===== src/rtl/vload_pkg.sv =====
package vload_pkg;
  localparam int INSN_W = 32;
  localparam logic [INSN_W-1:0] STD_MASK  = 32'hFC0007FF;
  localparam logic [INSN_W-1:0] STD_MATCH = 32'h7C0000CE;
  localparam logic [INSN_W-1:0] EXT_MASK  = 32'hFC0007F3;
  localparam logic [INSN_W-1:0] EXT_MATCH = 32'h100000C3;

  typedef enum logic [1:0] {
    ST_IDLE  = 2'd0,
    ST_ISSUE = 2'd1,
    ST_WAIT  = 2'd2,
    ST_WRITE = 2'd3
  } seq_state_t;

  typedef struct packed {
    logic       is_std;
    logic       is_ext;
    logic [6:0] dest;
    logic [4:0] base_f;
    logic [4:0] offs_f;
  } dec_t;
endpackage


===== src/rtl/vload_decode.sv =====
module vload_decode
  import vload_pkg::*;
(
  input  logic [INSN_W-1:0] insn,
  output dec_t              dec,
  output logic              legal
);
  always_comb begin
    dec.is_std = ((insn & STD_MASK) == STD_MATCH);
    dec.is_ext = ((insn & EXT_MASK) == EXT_MATCH);
    dec.base_f = insn[20:16];
    dec.offs_f = insn[15:11];
    if (dec.is_ext) dec.dest = {insn[3:2], insn[25:21]};
    else            dec.dest = {2'b00, insn[25:21]};
    legal = dec.is_std | dec.is_ext;
  end
endmodule


===== src/rtl/vload_agen.sv =====
module vload_agen #(
  parameter int GPR_W   = 64,
  parameter int ADDR_W  = 32,
  parameter int ALIGN_B = 16
) (
  input  logic [4:0]        base_f,
  input  logic [GPR_W-1:0]  base_val,
  input  logic [GPR_W-1:0]  offs_val,
  output logic [ADDR_W-1:0] ea
);
  localparam int LOW_W = $clog2(ALIGN_B);

  function automatic logic [ADDR_W-1:0] eff_addr(
    input logic              zero_base,
    input logic [GPR_W-1:0]  b,
    input logic [GPR_W-1:0]  o
  );
    logic [GPR_W-1:0] sum;
    sum = (zero_base ? '0 : b) + o;
    return {sum[ADDR_W-1:LOW_W], {LOW_W{1'b0}}};
  endfunction

  assign ea = eff_addr(base_f == 5'd0, base_val, offs_val);
endmodule


===== src/rtl/vload_seq.sv =====
module vload_seq
  import vload_pkg::*;
#(
  parameter int ADDR_W    = 32,
  parameter int VEC_BYTES = 16,
  parameter int DST_W     = 7
) (
  input  logic                 clk,
  input  logic                 rst_n,
  input  logic                 start,
  input  logic                 reject,
  input  logic [ADDR_W-1:0]    ea_in,
  input  logic [DST_W-1:0]     dst_in,
  output logic                 idle,
  output logic                 mem_req,
  output logic [ADDR_W-1:0]    mem_addr,
  input  logic                 mem_rvalid,
  input  logic [7:0]           mem_rdata,
  output logic                 vr_we,
  output logic [DST_W-1:0]     vr_idx,
  output logic [8*VEC_BYTES-1:0] vr_data,
  output logic                 illegal,
  output logic                 byte_take,
  output logic                 last_byte
);
  localparam int VEC_W = 8 * VEC_BYTES;
  localparam int OFS_W = $clog2(VEC_BYTES);
  localparam logic [OFS_W-1:0] LAST = OFS_W'(VEC_BYTES - 1);

  seq_state_t          st;
  logic [ADDR_W-1:0]   base_q;
  logic [DST_W-1:0]    dst_q;
  logic [OFS_W-1:0]    cnt;
  logic [VEC_W-1:0]    shreg;
  logic                illegal_q;

  assign idle      = (st == ST_IDLE);
  assign mem_req   = (st == ST_ISSUE);
  assign mem_addr  = {base_q[ADDR_W-1:OFS_W], cnt};
  assign byte_take = (st == ST_WAIT) && mem_rvalid;
  assign last_byte = byte_take && (cnt == LAST);
  assign vr_we     = (st == ST_WRITE);
  assign vr_idx    = dst_q;
  assign vr_data   = shreg;
  assign illegal   = illegal_q;

  always_ff @(posedge clk) begin
    if (!rst_n) begin
      st        <= ST_IDLE;
      base_q    <= '0;
      dst_q     <= '0;
      cnt       <= '0;
      shreg     <= '0;
      illegal_q <= 1'b0;
    end else begin
      illegal_q <= reject;
      unique case (st)
        ST_IDLE: if (start) begin
          base_q <= ea_in;
          dst_q  <= dst_in;
          cnt    <= '0;
          st     <= ST_ISSUE;
        end
        ST_ISSUE: st <= ST_WAIT;
        ST_WAIT: if (byte_take) begin
          shreg <= {shreg[VEC_W-9:0], mem_rdata};
          if (last_byte) st <= ST_WRITE;
          else begin
            cnt <= cnt + 1'b1;
            st  <= ST_ISSUE;
          end
        end
        ST_WRITE: st <= ST_IDLE;
        default: st <= ST_IDLE;
      endcase
    end
  end
endmodule


===== src/rtl/vload_unit.sv =====
module vload_unit
  import vload_pkg::*;
#(
  parameter int GPR_W     = 64,
  parameter int ADDR_W    = 32,
  parameter int VEC_BYTES = 16,
  parameter int DST_W     = 7
) (
  input  logic                   clk,
  input  logic                   rst_n,
  input  logic                   insn_valid,
  output logic                   insn_ready,
  input  logic [INSN_W-1:0]      insn_word,
  output logic [4:0]             gpr_a_idx,
  output logic [4:0]             gpr_b_idx,
  input  logic [GPR_W-1:0]       gpr_a_data,
  input  logic [GPR_W-1:0]       gpr_b_data,
  output logic                   mem_req,
  output logic [ADDR_W-1:0]      mem_addr,
  input  logic                   mem_rvalid,
  input  logic [7:0]             mem_rdata,
  output logic                   vr_we,
  output logic [DST_W-1:0]       vr_idx,
  output logic [8*VEC_BYTES-1:0] vr_data,
  output logic                   done,
  output logic                   illegal
);
  dec_t              dec;
  logic              insn_legal;
  logic              idle;
  logic              accept_evt;
  logic              start_evt;
  logic              reject_evt;
  logic [ADDR_W-1:0] ea;
  logic              byte_take;
  logic              last_byte;

  vload_decode u_dec (
    .insn  (insn_word),
    .dec   (dec),
    .legal (insn_legal)
  );

  assign gpr_a_idx = dec.base_f;
  assign gpr_b_idx = dec.offs_f;

  vload_agen #(.GPR_W(GPR_W), .ADDR_W(ADDR_W), .ALIGN_B(VEC_BYTES)) u_agen (
    .base_f   (dec.base_f),
    .base_val (gpr_a_data),
    .offs_val (gpr_b_data),
    .ea       (ea)
  );

  assign insn_ready = idle;
  assign accept_evt = insn_valid && idle;
  assign start_evt  = accept_evt && insn_legal;
  assign reject_evt = accept_evt && !insn_legal;

  vload_seq #(.ADDR_W(ADDR_W), .VEC_BYTES(VEC_BYTES), .DST_W(DST_W)) u_seq (
    .clk        (clk),
    .rst_n      (rst_n),
    .start      (start_evt),
    .reject     (reject_evt),
    .ea_in      (ea),
    .dst_in     (dec.dest[DST_W-1:0]),
    .idle       (idle),
    .mem_req    (mem_req),
    .mem_addr   (mem_addr),
    .mem_rvalid (mem_rvalid),
    .mem_rdata  (mem_rdata),
    .vr_we      (vr_we),
    .vr_idx     (vr_idx),
    .vr_data    (vr_data),
    .illegal    (illegal),
    .byte_take  (byte_take),
    .last_byte  (last_byte)
  );

  assign done = vr_we;
endmodule


===== config.mk =====
export PLATFORM = sky130hd
export DESIGN_NAME = vload_unit
export DESIGN_NICKNAME = d
export VERILOG_FILES = /design/src/rtl/vload_pkg.sv /design/src/rtl/vload_decode.sv /design/src/rtl/vload_agen.sv /design/src/rtl/vload_seq.sv /design/src/rtl/vload_unit.sv
export SDC_FILE = /design/constraint.sdc
export NUM_CORES = 1
export LEC_CHECK = 0
export BUFFER_PORTS_ARGS = -buffer_cell sky130_fd_sc_hd__buf_2
export CORE_AREA = 2 2 136 138
export DETAILED_ROUTE_END_ITERATION = 16
export DIE_AREA = 0 0 138 140
export GPL_ROUTABILITY_DRIVEN = 0
export PLACE_DENSITY = 0.79
export SLEW_MARGIN = 20
export SYNTH_ARGS = -nofsm -noshare
export SYNTH_HDL_FRONTEND = slang
export SYNTH_SLANG_ARGS = --single-unit

===== constraint.sdc =====
create_clock -name clk -period 8.07 [get_ports clk]
set_clock_uncertainty 0.2 [all_clocks]
set_input_delay 0.807 -clock clk [delete_from_list [all_inputs] [get_ports clk]]
set_output_delay 0.807 -clock clk [all_outputs]
set_load 0.01 [all_outputs]

Word-level counts from Yosys, hierarchy flattened:

Cells that the tools add are included.

* bitwise operators: 1
* $lt $le $gt $ge: 0
* reduce and logical (&&, ||, !) cells: 13
* equal/unequal tests: 9
* multiplexer cells: 10
* shift operators: 0
* $mul: 0
* add/sub/neg operators: 2
* divide/modulo/power cells: 0

Operators by type and width (count)
* $add A32 B32 Y32: 1
* $mux W32: 1
* $eq A17 B16 Y1 const B: 1
* $eq A15 B12 Y1 const B: 1
* $mux W4: 3
* $pmux W2 S4: 1
* $pmux W4 S2: 1
* $mux W7: 1
* $mux W2: 3
* $reduce_and A2 Y1: 3
* $logic_and A1 B1 Y1: 5
* $logic_not A5 Y1: 1
* $add A4 B1 Y4 const B: 1
* $eq A2 B2 Y1 const B: 2
* $eq A4 B4 Y1 const B: 1
* $ne A2 B1 Y1 const B: 2
* $reduce_and A4 Y1: 1
* $eq A2 B1 Y1 const B: 1
* $logic_not A2 Y1: 1
* $ne A2 B2 Y1 const B: 1
* $reduce_bool A2 Y1: 1
* $logic_not A1 Y1: 1
* $or A1 B1 Y1: 1

* bits in latches: 0
* output and inout port bits: 182
* word-level logic and storage cells: 41
* bits in registers: 170
* ROM bits: 0
* memories: 0
* input bits: 172
* RAM bits: 0

Longest topological paths before layout:

Gate-level depths: netlist of the first run.

* depth in word-level cells: 6
* mapped depth: 14
* depth with buffers taken out: 12

Modules after synthesis:

From an unflattened synthesis of the first run, not the netlist that was laid out.

* cells, all modules: 982
* area, all modules: 8121.5 um^2

By module, submodules not included
* vload_seq: seq. area each 3403.3 um^2, cells an instance 750, instances 1, area an instance 6422.4 um^2
* vload_agen: seq. area each 0.0 um^2, cells an instance 200, instances 1, area an instance 1450.1 um^2
* vload_decode: seq. area each 0.0 um^2, cells an instance 29, instances 1, area an instance 225.2 um^2
* vload_unit: seq. area each 0.0 um^2, cells an instance 3, instances 1, area an instance 23.8 um^2

Worst setup path after synthesis of the first run:

OpenSTA, ideal clock, no wires.

* kind: input-to-reg
* from: input port insn_word[16]
* to: register u_seq.base_q[30]
* slack: 4005 ps
* required time: 7808 ps
* buffers on the path: 1
* setup time: 62 ps
* cell stages on the path: 13
* arrival: 3803 ps
* cells stage by stage: or4_4 nor2_1 clkbuf_1 nor2b_1 ha_1 and4_1 o211ai_4 a32oi_4 a41oi_4 o21ai_2 a31oi_4 or4_1 nand3_1

* word-level cells in the longest chain between the ends: 3

RTL lines
* from (decl): RTL line vload_unit.sv:13 `input logic [INSN_W-1:0] insn_word,`
* $logic_not A5 Y1: RTL line vload_agen.sv:23 `assign ea = eff_addr(base_f == 5'd0, base_val, offs_val);`
* $mux W32: RTL line vload_agen.sv:19 `sum = (zero_base ? '0 : b) + o;`
* $add A32 B32 Y32: RTL line vload_agen.sv:19
* to (signal assigned): RTL line vload_seq.sv:59 `base_q <= ea_in;`
* to (decl): RTL line vload_seq.sv:31 `logic [ADDR_W-1:0] base_q;`

No other way between the ends.
A chain may end at the register's enable or synchronous reset.

Final worst setup path of the first run:

* from: input port insn_word[16]
* to: register u_seq.base_q[27]

Same word-level chain as after synthesis.

==> impl_metrics.tcl, run 1 <==
set metrics [dict create \
    cts_tree "yes" \
    ios 354 \
    setup_viol 0 \
    route.detailed.wl_per_inst_um 14.4 \
    pwr-share-clk_pct 43.9 \
    cp_data_required_time_ns 8.16 \
    power.switching_mw 0.500 \
    synth_cell_types 62 \
    cts_hold_buffers 0 \
    synth_seq_cells 170 \
    antenna_found_initial 1 \
    combPwrFrac_pct 11.3 \
    yosys.area.top_type "dfxtp_1" \
    syn_area_per_cell_um2 7.67 \
    cts_resized 0 \
    yosys_warnings 0 \
    worstSetupPathType "primary input to register" \
    first_global_vias 7020 \
    syn_inst 1035 \
    p_int_mw 1.37 \
    yosysSeqAreaShare_pct 42.9 \
    grt_util_met1_pct 26.9 \
    cp_slowest_cell "or4_4" \
    end_kind "register" \
    dp_hpwl_um 15900 \
    synthToLayoutAreaGrowth_pct 25.3 \
    path_clk_slew_ns 0.07 \
    n_fill_cell 1677 \
    switching_share_pct 26.7 \
    regArea_mm2 0.00340 \
    status "completed" \
    grt_use_total_pct 21.6 \
    grt_pass1_wl_um 34400 \
    grt.overflow.total 0 \
    drtIter0Drc 361 \
    critPathLaunchType "primary input" \
    chipHeight_um 140 \
    syn_area_mm2 0.00793 \
    min_period_over_period_pct 53.7 \
    die_area_mm2 0.0193 \
    final_area_mm2 0.00994 \
    crit_chain "buf_2 > or4_4 > nor2_4 > nor2b_1 > ha_1 > and3_1 > o2111ai_1 > and3b_1 > a2111oi_4 > o211ai_1 > o31ai_2 > xnor2_1 > o21ai_0" \
    finalHoldViolCount 0 \
    multi_input_area_mm2 0.00419 \
    layout_common_cells "339 x nand2_1, 279 x buf_2, 178 x a21oi_1" \
    synth_edf_count 0 \
    finalCoreUtilization_pct 55.9 \
    drive_above_1_share_pct 26.2 \
    portBuffers 279 \
    antenna-diode-count 0 \
    busiest_layer "met2" \
    cp_data_arrival_time_ns 4.43 \
    drv_cap 0 \
    gr-usage-met3_pct 4.00 \
    placed_cell_area_mm2 0.00933 \
    yosys-top-cells-area "dfxtp_1 43%, nand2_1 16%, a21oi_1 11%" \
    synth_nets 1238 \
    seqPwrFrac_pct 44.8 \
    slowest_delay_ns 0.58 \
    irDropWorstVdd_mv 0.145 \
    asyncSetResetFlopFracSynth_pct 0 \
    grt_setup_unrepaired "false" \
    final_max_slew_viol_count 0 \
    clock_sinks 170 \
    fin_nets 1463 \
    viasPerCell 5.21 \
    use_met2_pct 37.1 \
    drt-pass1-iter-count 4 \
    leakagePower_nw 4.27 \
    drtAntennaViolNets 0 \
    slew_headroom_pct 31.0 \
    synth_top_area_share_pct 42.9 \
    final_common_cell "nand2_1" \
    post_cts_buffers 0 \
    rows 49 \
    cts-root-buf "clkbuf_16" \
    final.setup.tns_ns 0 \
    power.density_mw_per_mm2 188 \
    remaining_drc_errors 0 \
    initial_core_util_pct 44.6 \
    fmax_mhz 231 \
    core_area_mm2 0.0178 \
    wl_um 21700 \
    die_x_um 138 \
    h-tree-depth 4 \
    tightestPinTransition_ns 1.03 \
    cts-buffers-inserted 17 \
    grt_max_degree 108 \
    post-route-min-period_ns 4.34 \
    clk_path_buf_depth 2 \
    hold_class "register to register" \
    critPathMaxFanout 30 \
    synth-main-ff-cell "dfxtp_1" \
    vias 7825 \
    clock_latency_ns 0.43 \
]
worst max-delay path: cells and delay by family:
family | cells | cell delay (ns)
adders and majority gates | 1 | 0.47
AOI/OAI and AO/OA | 5 | 1.18
xor gates and xnor gates | 1 | 0.15
buffers and inverters | 1 | 0.11
and+or+nand+nor | 5 | 1.70
per-stage QoR:
step / hold WS, ns / setup WS [ns] / power, mW / std cells
final: 0.249 / 3.73 / 1.87 / 1502
after global routing: 0.267 / 3.48 / 1.95 / 1502
after CTS: 0.249 / 3.42 / 1.88 / 1502
after detailed placement: 0.241 / 2.98 / 1.07 / 1470
after global placement: 0.236 / 3.08 / 1.06 / 1470
after floorplan: 0.276 / 4.00 / 1.01 / 1035
state kept, by name (all words and copies together), names as in the netlist:
signal and flops:
u_seq.base_q 28, u_seq.cnt 4, u_seq.illegal 1, u_seq.st 2, u_seq.vr_data 128, u_seq.vr_idx 7
per-layer routing:
layer	vias to the layer above	part of all wire [%]
met5	-	0.060
met4	2	2.9
met3	53	5.8
met2	290	49
met1	3557	43
li1	3923	-
final timing paths:
kind                            startpoint                              end  slack (ns)  cells after the start
max                          insn_word[16]    u_seq.base_q[27]$_SDFFE_PN0P_        3.73                     13
min          u_seq.base_q[11]$_SDFFE_PN0P_    u_seq.base_q[11]$_SDFFE_PN0P_        0.25                      2
max reg2reg       u_seq.st[1]$_SDFFE_PN0P_  u_seq.vr_data[100]$_SDFFE_PN0P_        5.47                      5
min reg2reg  u_seq.base_q[11]$_SDFFE_PN0P_    u_seq.base_q[11]$_SDFFE_PN0P_        0.25                      2
layout make-up:
class                           count  area share (%)
Inverter                            7           0.289
Multi-Input combinational cell    781            42.2
Tap cell                          229            2.88
Timing Repair Buffer              283            14.3
Clock buffer                       17            4.28
Clock inverter                     15            1.79
Sequential cell                   170            34.2
logic make-up after synthesis:
| group | count (synthesis) | share of synthesized area (%) |
|---|---|---|
| simple gates | 459 | 24.7 |
| compound gates | 259 | 19.4 |
| flops | 170 | 42.9 |
| buf+inv | 84 | 4.51 |
| fa+ha+maj | 31 | 4.89 |
| xor+xnor | 28 | 3.09 |
| mux | 4 | 0.520 |
cells in the mapped netlist, drive strengths merged (4+ instances only):
| cell type | n |
|---|---|
| nand2 | 340 |
| a21oi | 178 |
| dfxtp | 170 |
| clkbuf | 63 |
| nor2b | 34 |
| ha | 31 |
| nor2 | 27 |
| o21ai | 27 |
| buf | 14 |
| xnor2 | 14 |
| xor2 | 14 |
| nand3 | 13 |
| nand4 | 10 |
| a21o | 9 |
| a31oi | 8 |
| inv | 7 |
| and2 | 6 |
| a211oi | 5 |
| nor3 | 5 |
| a21boi | 4 |
power groups by stage:
stage	logic, mW	clock network (mW)	registers [mW]
after floorplan	0.152	0	0.858
after global placement	0.205	0	0.858
after detailed placement	0.207	0	0.858
after CTS	0.208	0.835	0.839
after global routing	0.232	0.876	0.838
final	0.211	0.821	0.839
Power figures use the tool's default switching activity.
==> inputs of run 2 (changes only) <==
Clock period 8.07 ns to 4.2 ns, I/O delays scaled along.
==> impl_metrics.tcl, run 2 (synthesis results as in run 1) <==
set metrics [dict create \
    irDropWorstVdd_mv 0.276 \
    layout_common_cells "339 x nand2_1, 279 x buf_2, 178 x a21oi_1" \
    clk_path_buf_depth 2 \
    drtIter0Drc 453 \
    remaining_drc_errors 0 \
    tightestPinTransition_ns 1.01 \
    cp_data_required_time_ns 4.29 \
    dp_hpwl_um 16200 \
    vias 7847 \
    critPathLaunchType "primary input" \
    synthToLayoutAreaGrowth_pct 25.5 \
    post-route-min-period_ns 3.52 \
    cp_data_arrival_time_ns 3.61 \
    final.setup.tns_ns 0 \
    setup_viol 0 \
    crit_chain "buf_2 > or4_4 > nor2_2 > buf_4 > nor2b_1 > ha_1 > and4_1 > o2111ai_1 > and3b_1 > a2111oi_4 > o211ai_1 > o31ai_2 > xnor2_1 > o21ai_0" \
    core_area_mm2 0.0178 \
    rows 49 \
    drive_above_1_share_pct 26.6 \
    clock_sinks 170 \
    ios 354 \
    hold_class "primary input to register" \
    leakagePower_nw 4.29 \
    final_common_cell "nand2_1" \
    first_global_vias 7226 \
    slew_headroom_pct 32.6 \
    min_period_over_period_pct 83.7 \
    clock_latency_ns 0.42 \
    drv_cap 0 \
    cts_resized 0 \
    cts_tree "yes" \
    initial_core_util_pct 44.6 \
    fmax_mhz 284 \
    cts-buffers-inserted 17 \
    antenna_found_initial 2 \
    grt_setup_unrepaired "false" \
    critPathMaxFanout 21 \
    h-tree-depth 4 \
    status "completed" \
    largest_register_ffs 128 \
    grt.overflow.total 0 \
    chipHeight_um 140 \
    power.density_mw_per_mm2 354 \
    fin_nets 1469 \
    grt_pass1_wl_um 35000 \
    final_max_slew_viol_count 0 \
    fin_total_pwr_mw 3.53 \
    die_x_um 138 \
    worstSetupPathType "primary input to register" \
    cp_slowest_cell "or4_4" \
    whs_ns 0.0298 \
    grt_use_total_pct 21.9 \
    post_cts_buffers 0 \
    cts-root-buf "clkbuf_16" \
    n_fill_cell 1667 \
    slowest_delay_ns 0.57 \
    die_area_mm2 0.0193 \
    wl_um 21800 \
    viasPerCell 5.20 \
    cts_hold_buffers 0 \
    route.detailed.wl_per_inst_um 14.5 \
    finalHoldViolCount 0 \
    path_clk_slew_ns 0.07 \
    portBuffers 279 \
    end_kind "register" \
    drtAntennaViolNets 0 \
    drt-pass1-iter-count 4 \
    grt_max_degree 100 \
]
-- run 2: final cells by class --
class	count	area [um^2]	area share, %
clock buffer	17	425	4.27
clock inverter	15	154	1.55
multi-input combinational	781	4190	42.0
tap	229	287	2.88
timing repair buffer	289	1470	14.8
sequential	170	3400	34.2
inverter	7	28.8	0.289
antenna	1	2.50	0.0251
-- run 2: layer usage --
| layer | global-route usage [%] | part of all wire, % |
|---|---|---|
| met5 | 0 | 0.032 |
| met4 | 9.77 | 3.3 |
| met3 | 3.45 | 6.0 |
| met2 | 37.8 | 48 |
| met1 | 27.2 | 42 |
-- run 2: path summary, 6_finish.rpt --
kind                            startpoint                              to  slack [ns]  cells after the start
max                          insn_word[16]   u_seq.base_q[27]$_SDFFE_PN0P_        0.68                     14
min                           mem_rdata[4]   u_seq.vr_data[4]$_SDFFE_PN0P_        0.03                      3
max reg2reg       u_seq.st[1]$_SDFFE_PN0P_  u_seq.vr_data[18]$_SDFFE_PN0P_        1.66                      5
min reg2reg  u_seq.base_q[21]$_SDFFE_PN0P_   u_seq.base_q[21]$_SDFFE_PN0P_        0.25                      2
-- run 2: per-stage QoR --
step / utilization [%] / setup WS, ns / instances / instance area (um^2)
final: 56.0 / 0.683 / 1509 / 9960
after floorplan: - / 0.522 / 1035 / 7930
after detailed placement: 52.7 / 0.266 / 1476 / 9380
after global routing: 56.0 / 0.452 / 1509 / 9960
after global placement: 52.7 / 0.289 / 1476 / 9380
after CTS: 56.0 / 0.704 / 1508 / 9960
-- run 2: critical path: cells and delay by family --
family | cells | cell delay, ns
and+or+nand+nor | 5 | 1.27
xor gates and xnor gates | 1 | 0.15
buffers and inverters | 2 | 0.35
AOI/OAI and AO/OA | 5 | 1.13
adders and majority gates | 1 | 0.29
-- run 2: power breakdown --
part	internal, mW	switching [mW]	leakage, nW
clock network	0.793	0.720	0.278
logic	0.171	0.234	2.65
registers	1.61	0.000104	1.37
